[src/rtl/memlim_pkg.sv]
package memlim_pkg;

  // 2-bit size code held in the size register
  typedef enum logic [1:0] {
    SZ_RSV0 = 2'd0,
    SZ_RSV1 = 2'd1,
    SZ_FULL = 2'd2,
    SZ_HALF = 2'd3
  } sz_code_e;

  function automatic logic code_legal(input logic [1:0] code);
    return (code == SZ_FULL) || (code == SZ_HALF);
  endfunction

endpackage

[src/rtl/memlim_regs.sv]
module memlim_regs
  import memlim_pkg::*;
#(
  parameter int          AW        = 16,
  parameter int          DW        = 16,
  parameter logic [15:0] PROT_ADDR = 16'h5324,
  parameter logic [15:0] SIZE_ADDR = 16'h5326,
  parameter logic [15:0] KEY       = 16'h0096
) (
  input  logic          clk,
  input  logic          rst,
  input  logic          sel,
  input  logic          we,
  input  logic [AW-1:0] addr,
  input  logic [DW-1:0] wdata,
  output logic [DW-1:0] rdata,
  output logic          ack,
  output sz_code_e      size_code,
  output logic          key_open
);

  localparam logic [AW-1:0] PROT_A = AW'(PROT_ADDR);
  localparam logic [AW-1:0] SIZE_A = AW'(SIZE_ADDR);
  localparam logic [DW-1:0] KEY_V  = DW'(KEY);

  logic [DW-1:0] prot_q;
  sz_code_e      size_q;
  logic          hit_prot, hit_size;
  logic          wr_prot, wr_size;
  logic [DW-1:0] rd_mux;

  assign hit_prot = (addr == PROT_A);
  assign hit_size = (addr == SIZE_A);
  assign wr_prot  = sel && we && hit_prot;
  assign wr_size  = sel && we && hit_size && key_open && code_legal(wdata[1:0]);
  assign key_open = (prot_q == KEY_V);

  always_comb begin
    rd_mux = '0;
    if (hit_prot)      rd_mux = prot_q;
    else if (hit_size) rd_mux = {{(DW-2){1'b0}}, size_q};
  end

  always_ff @(posedge clk) begin
    if (rst) begin
      prot_q <= '0;
      size_q <= SZ_FULL;
      ack    <= 1'b0;
      rdata  <= '0;
    end else begin
      ack   <= sel;
      rdata <= (sel && !we) ? rd_mux : '0;
      if (wr_prot) prot_q <= wdata;
      if (wr_size) size_q <= sz_code_e'(wdata[1:0]);
    end
  end

  assign size_code = size_q;

endmodule

[src/rtl/memlim_window.sv]
module memlim_window
  import memlim_pkg::*;
#(
  parameter int FULL_BYTES = 4096,
  parameter int HALF_BYTES = 2048,
  parameter int DBG_BYTES  = 64,
  parameter int RAM_AW     = 13
) (
  input  logic              clk,
  input  logic              rst,
  input  sz_code_e          size_code,
  input  logic              ram_req,
  input  logic [RAM_AW-1:0] ram_addr,
  input  logic              dbg_en,
  output logic              oor_flag,
  output logic              dbg_hit
);

  localparam logic [RAM_AW-1:0] FULL_LIM = RAM_AW'(FULL_BYTES);
  localparam logic [RAM_AW-1:0] HALF_LIM = RAM_AW'(HALF_BYTES);
  localparam logic [RAM_AW-1:0] DBG_LO   = RAM_AW'(FULL_BYTES - DBG_BYTES);
  localparam logic [RAM_AW-1:0] DBG_HI   = RAM_AW'(FULL_BYTES - 1);

  logic [RAM_AW-1:0] limit;
  logic              beyond;
  logic              in_dbg;

  assign limit  = (size_code == SZ_HALF) ? HALF_LIM : FULL_LIM;
  assign beyond = (ram_addr >= limit);

  generate
    if (DBG_BYTES > 0) begin : g_dbg
      assign in_dbg = (ram_addr >= DBG_LO) && (ram_addr <= DBG_HI);
    end else begin : g_nodbg
      assign in_dbg = 1'b0;
    end
  endgenerate

  always_ff @(posedge clk) begin
    if (rst) begin
      oor_flag <= 1'b0;
      dbg_hit  <= 1'b0;
    end else begin
      oor_flag <= ram_req && beyond;
      dbg_hit  <= ram_req && dbg_en && in_dbg;
    end
  end

endmodule

[src/rtl/memlim_top.sv]
module memlim_top
  import memlim_pkg::*;
#(
  parameter int          AW         = 16,
  parameter int          DW         = 16,
  parameter int          FULL_BYTES = 4096,
  parameter int          HALF_BYTES = 2048,
  parameter int          DBG_BYTES  = 64,
  parameter int          RAM_AW     = $clog2(FULL_BYTES) + 1,
  parameter logic [15:0] PROT_ADDR  = 16'h5324,
  parameter logic [15:0] SIZE_ADDR  = 16'h5326,
  parameter logic [15:0] KEY        = 16'h0096
) (
  input  logic              clk,
  input  logic              rst,
  input  logic              reg_sel,
  input  logic              reg_we,
  input  logic [AW-1:0]     reg_addr,
  input  logic [DW-1:0]     reg_wdata,
  output logic [DW-1:0]     reg_rdata,
  output logic              reg_ack,
  input  logic              ram_req,
  input  logic [RAM_AW-1:0] ram_addr,
  input  logic              dbg_en,
  output logic              oor_flag,
  output logic              dbg_hit
);

  sz_code_e size_code;
  logic     key_open;

  memlim_regs #(
    .AW(AW), .DW(DW), .PROT_ADDR(PROT_ADDR), .SIZE_ADDR(SIZE_ADDR), .KEY(KEY)
  ) u_regs (
    .clk(clk), .rst(rst), .sel(reg_sel), .we(reg_we), .addr(reg_addr),
    .wdata(reg_wdata), .rdata(reg_rdata), .ack(reg_ack),
    .size_code(size_code), .key_open(key_open)
  );

  memlim_window #(
    .FULL_BYTES(FULL_BYTES), .HALF_BYTES(HALF_BYTES),
    .DBG_BYTES(DBG_BYTES), .RAM_AW(RAM_AW)
  ) u_win (
    .clk(clk), .rst(rst), .size_code(size_code), .ram_req(ram_req),
    .ram_addr(ram_addr), .dbg_en(dbg_en), .oor_flag(oor_flag), .dbg_hit(dbg_hit)
  );

endmodule

[config.mk]
export PLATFORM = sky130hd
export DESIGN_NAME = memlim_top
export DESIGN_NICKNAME = d
export VERILOG_FILES = /design/src/rtl/memlim_pkg.sv /design/src/rtl/memlim_regs.sv /design/src/rtl/memlim_window.sv /design/src/rtl/memlim_top.sv
export SDC_FILE = /design/constraint.sdc
export NUM_CORES = 1
export LEC_CHECK = 0
export BUFFER_PORTS_ARGS = -buffer_cell sky130_fd_sc_hd__buf_2
export CAP_MARGIN = 15
export CORE_ASPECT_RATIO = 0.6
export CORE_MARGIN = 4
export CORE_UTILIZATION = 43
export CTS_CLUSTER_DIAMETER = 100
export DETAILED_ROUTE_END_ITERATION = 7
export GPL_ROUTABILITY_DRIVEN = 0
export PLACE_DENSITY = 0.76
export SLEW_MARGIN = 40
export SYNTH_ARGS = -nofsm -noshare
export SYNTH_HDL_FRONTEND = slang
export SYNTH_HIERARCHICAL = 1
export SYNTH_SLANG_ARGS = --single-unit
[constraint.sdc]
create_clock -name clk -period 1.12 [get_ports clk]
set_input_delay 0 -clock clk [delete_from_list [all_inputs] [get_ports clk]]
set_output_delay 0 -clock clk [all_outputs]
set_load 0.02 [all_outputs]
== Word level (Yosys, flattened, before mapping) ==
Cells that the tools add are included.

* Reductions and logical operators: 13
* Equality and inequality tests: 6
* Bitwise gates (word level): 1
* Muxes and demuxes: 3
* $lt $le $gt $ge: 3

{| class="wikitable"
|+ Operator list
! cell !! count
|-
| equality test 16 x 15 -> 1 bit (second input constant) || 2
|-
| equality test 16 x 8 -> 1 bit (second input constant) || 1
|-
| 2-to-1 mux 16 bit || 1
|-
| greater-or-equal comparator 13 x 12 -> 1 bit (second input constant) || 1
|-
| greater-or-equal comparator 13 bit || 1
|-
| less-or-equal comparator 13 x 12 -> 1 bit (second input constant) || 1
|-
| 2-to-1 mux 13 bit || 1
|-
| logical AND 1 bit || 10
|-
| equality test 2 bit (second input constant) || 3
|-
| 2-to-1 mux 2 bit || 1
|-
| OR reduction 2 bit || 1
|-
| logical NOT 1 bit || 1
|-
| logical OR 1 bit || 1
|-
| NOT 1 bit || 1
|}

* Bits in registers: 37

== Longest topological paths before layout ==
* Depth in word-level cells: 4
* Depth in mapped cells: 6
* Depth with buffers taken out: 5

== Hierarchy ==
The synthesis kept the hierarchy.

{| class="wikitable"
|+ Modules (own cells, without submodules)
! module !! times used !! cells an instance !! area an instance (um2) !! seq. area each (um2)
|-
| memlim_regs || 1 || 136 || 1,524.0 || 700.7
|-
| memlim_window || 1 || 19 || 175.2 || 40.0
|}

== Least setup slack after synthesis ==
No wires, ideal clock.

* Kind: register to register
* Start: register u_regs.size_q[0], in the netlist u_regs/size_code[0]
* End: register u_win.oor_flag
* Stages on the path, launching flop included: 6
* Required time: 1.004 ns
* Period minus slack after synthesis: 1.180 ns
* Path slack: -0.060 ns
* Arrival: 1.063 ns
* Path through: dfxtp_1 -> and2_1 -> ha_1 -> nor4b_2 -> a31oi_1 -> o21ai_1

* Longest elaborated chain between the ends: 4

{| class="wikitable"
|+ RTL lines
! element !! RTL line !! text
|-
| from (decl) || memlim_regs.sv:27 || <nowiki>sz_code_e size_q;</nowiki>
|-
| from (signal assigned) || memlim_regs.sv:54 || <nowiki>if (wr_size) size_q <= sz_code_e'(wdata[1:0]);</nowiki>
|-
| equality test 2 bit || memlim_window.sv:28 || <nowiki>assign limit = (size_code == SZ_HALF) ? HALF_LIM : FULL_LIM;</nowiki>
|-
| 2-to-1 mux 13 bit || memlim_window.sv:28 ||
|-
| greater-or-equal comparator 13 bit || memlim_window.sv:29 || <nowiki>assign beyond = (ram_addr >= limit);</nowiki>
|-
| logical AND 1 bit || memlim_window.sv:44 || <nowiki>oor_flag <= ram_req && beyond;</nowiki>
|-
| to (signal assigned) || memlim_window.sv:44 ||
|-
| to (decl) || memlim_window.sv:15 || <nowiki>output logic oor_flag,</nowiki>
|}

Every way passes these cells.
A chain may end at the register's enable or synchronous reset.

== Worst setup path in the final report ==
* Start: register u_regs.prot_q[15]
* End: register u_regs.size_q[0], in the netlist u_regs/size_code[0]

* Longest elaborated chain between the ends: 3

{| class="wikitable"
|+ RTL lines
! element !! RTL line !! text
|-
| from (decl) || memlim_regs.sv:26 || <nowiki>logic [DW-1:0] prot_q;</nowiki>
|-
| from (signal assigned) || memlim_regs.sv:53 || <nowiki>if (wr_prot) prot_q <= wdata;</nowiki>
|-
| equality test 16 x 8 -> 1 bit || memlim_regs.sv:36 || <nowiki>assign key_open = (prot_q == KEY_V);</nowiki>
|-
| via key_open || memlim_top.sv:30 || <nowiki>logic key_open;</nowiki>
|-
| logical AND 1 bit (2 in a row) || memlim_regs.sv:35 || <nowiki>assign wr_size = sel && we && hit_size && key_open && code_legal(wdata[1:0]);</nowiki>
|}

The timed path passes the listed nets, and every way through them passes these cells.

==> results.yml <==
detailed_routing:
  drtPass1Iterations: 4
  wl_met3_um: 410
  avgViaCountPerCell: 5.38
  wl_met1_um: 2540
  post_drt_wl_per_cell_um: 18.6
  top_layer: "met4"
  wl_met2_um: 2880
  drt_iter0_drc: 165
  drc: 0
  wirelength_um: 6030
  drtAntennaViolNets: 0
  vias: 1744
yosys:
  synth_common_cells: "37 x dfxtp_1, 16 x a21oi_1, 16 x and2_1, 16 x nand4b_1, 16 x o31ai_1"
  synth-edff-count: 0
  synth-async-reset-ratio_pct: 0
  yosys.cell_count.top_type: "dfxtp_1"
  synthTopCellsByArea: "dfxtp_1 44%, nand4b_1 8.2%, o31ai_1 7.1%"
  avgSynthCellArea_sq_um: 11.0
  netlist_instances: 155
  ys_seq_elements: 37
  synth_top_area_cell: "dfxtp_1"
  synth_top_area_share_pct: 43.6
  synth-main-ff-cell: "dfxtp_1"
  yosysWarnings: 6
  synth_cell_types: 35
  ys_seq_area_share_pct: 43.6
  synth.cell_area_sq_mm: 0.00170
  syn_nets: 208
setup_path:
  critical_path.max_stage_delay_ns: 0.35
  crit_chain: "nor4b_2 > and4_1 > nand4_1 > mux2i_1"
  criticalPathCategory: "flop to flop"
  cp_slowest_cell: "dfxtp_1"
  cp.buffers_inverters: 0
  crit_family: "simple AND/OR/NAND/NOR gates"
  crit_fanout: 2
  crit_arrival_ns: 1.60
  critPathCaptureType: "flop"
  crit_required_ns: 1.31
  worstSetupStartpointType: "flop"
clock_network:
  cts_root_buf: "clkbuf_8"
  path_clk_slew_ns: 0.08
  cts_tree: "yes"
  ctsHtreeMaxLevel: 2
  cts.sinks: 37
  clock_latency_ns: 0.30
  numCtsBuffers: 5
  clk_path_buf_depth: 2
power:
  p_sw_share_pct: 21.9
  max-vdd-ir-drop_mv: 0.866
  combPwrFrac_pct: 10.2
  power.density_mw_per_mm2: 1100
  intPower_mw: 2.38
  p_sw_mw: 0.669
  pwr-share-seq_pct: 43.2
  p_leak_nw: 1.20
  clkPwrFrac_pct: 46.6
cells_and_area:
  drive_above_1_share_pct: 52.5
  postLayoutCellArea_sq_mm: 0.00278
  regArea_sq_um: 746
  fill_cells: 230
  postLayoutCoreUtil_pct: 74.2
  nets: 328
  multi_input_area_sq_um: 932
  area.growth.synth_to_final_pct: 63.5
timing:
  maxSlewHeadroom_pct: 53.8
  timing.final.crit_period_ns: 1.41
  fin_crit_sh_pct: 126
  fin_ws_ns: -0.294
  fin_skew_ns: 0.00274
  report.final.slew_viol_count: 0
  grt_setup_unrepaired: "true"
  worst_pin_slew_ns: 0.693
  fmax_mhz: 707
  hold_viol: 0
  setup_viol: 20
global_route:
  grt_max_degree: 22
  grt.total_usage_pct: 21.9
  overflow: 0
  first_global_vias: 1697
  grt_pass1_wl_um: 8410
  grt_antenna_before_repair: 0
run:
  maxCapViolations: 0
floorplanning:
  die_area_sq_mm: 0.00505
  core_sq_mm: 0.00374
  die_w_um: 89.2
  start_util_pct: 45.4
  rows: 17
  io_pins: 70
  die_h_um: 56.7
place:
  dpl_cell_area_sq_mm: 0.00221
  port_buffers: 69
  hpwlAfterDp_um: 3410
hold_path:
  min_path_type: "input pin to flop"
run_status:
  failed_checks: "negative setup slack"
  status: "complete, but fails checks"
registers in the layout, indices dropped and copies added, names as in the netlist:
name / count
u_win/dbg_hit: 1
u_win/oor_flag: 1
u_regs/prot_q: 16
u_regs/size_code: 2
u_regs/ack: 1
u_regs/rdata: 16
metal layers:
layer	global-route usage [%]	vias up
li1	-	821
met1	29.9	817
met2	33.5	89
met3	4.11	17
met4	9.34	0
met5	0	-
path summary, 6_finish.rpt:
path                             startpoint                                to  slack (ns)  depth (start not counted)
max          u_regs/prot_q[15]$_SDFFE_PP0P_  u_regs/size_code[0]$_SDFFE_PP0P_       -0.29                          4
min                           reg_wdata[14]    u_regs/prot_q[14]$_SDFFE_PP0P_        0.02                          3
max reg2reg  u_regs/prot_q[15]$_SDFFE_PP0P_  u_regs/size_code[0]$_SDFFE_PP0P_       -0.29                          4
min reg2reg  u_regs/prot_q[10]$_SDFFE_PP0P_    u_regs/prot_q[10]$_SDFFE_PP0P_        0.51                          2
cell families after synthesis:
group                    Yosys count  share of synthesized area, %
flip-flops                        37                          43.6
buffers and inverters             16                          8.91
adder cells (fa/ha/maj)            2                          1.47
AO/OA/AOI/OAI                     34                          12.4
AND/OR/NAND/NOR                   63                          31.8
multiplexers                       3                          1.77
tightest hold or removal path: cells and delay by family:
family                 cells  cell delay, ns
AO/OA/AOI/OAI              1            0.07
buffers and inverters      1            0.10
AND/OR/NAND/NOR            1            0.09
layout make-up:
| cell class | count | share of cell area (%) |
|---|---|---|
| Antenna cell | 1 | 0.0901 |
| Clock buffer | 5 | 2.48 |
| Clock inverter | 3 | 2.48 |
| Inverter | 3 | 0.405 |
| Multi-Input combinational cell | 102 | 33.6 |
| Sequential cell | 37 | 26.8 |
| Tap cell | 47 | 2.12 |
| Timing Repair Buffer | 126 | 32.0 |
stage by stage:
stage,hold WS (ns),cells,power (mW),TNS [ns],worst slack [ns]
after floorplan,0.125,155,1.45,-0.0144,-0.0144
after global placement,0.226,285,1.56,-5.51,-0.230
after detailed placement,0.253,285,1.57,-6.60,-0.308
after CTS,0.00238,316,3.02,-0.311,-0.169
after global routing,0.0158,323,3.14,-1.60,-0.343
final,0.0156,324,3.05,-1.27,-0.294
power by group through the flow:
stage,clock (mW),combinational [mW],sequential (mW)
after floorplan,0,0.0997,1.35
after global placement,0,0.211,1.35
after detailed placement,0,0.216,1.35
after CTS,1.42,0.282,1.32
after global routing,1.49,0.328,1.32
final,1.42,0.311,1.32
cells in the final DEF, fill, tap and decap left out, types with 2 or more instances in the layout:
master / netlist / routed
a21oi_1: 16 / 15
and2_1: 16 / 10
and2_4: 0 / 6
buf_12: 1 / 2
buf_2: 2 / 66
buf_4: 0 / 28
buf_6: 5 / 7
bufinv_16: 0 / 2
clkbuf_8: 3 / 5
dfxtp_1: 37 / 33
dfxtp_2: 0 / 4
dlygate4sd3_1: 0 / 23
inv_1: 3 / 3
mux2i_1: 3 / 3
nand2_1: 4 / 4
nand2b_1: 2 / 2
nand4_1: 2 / 2
nand4b_1: 16 / 16
nor2_1: 3 / 3
nor2b_1: 2 / 2
nor4_2: 1 / 2
nor4_4: 2 / 2
nor4b_4: 2 / 4
o31ai_1: 16 / 8
o31ai_2: 0 / 8
what timing repair did:
| item | in CTS | in global routing |
|---|---|---|
| buffers inserted | 0 | 6 |
| hold buffers | 23 | 0 |
| setup endpoints to repair | 3 | 16 |
| hold endpoints to repair | 16 | 0 |
| gates cloned | 0 | 1 |
| gates resized for setup | 7 | 27 |
| pin swaps | 4 | 15 |
Note: power is estimated with default switching activity, not from simulation.
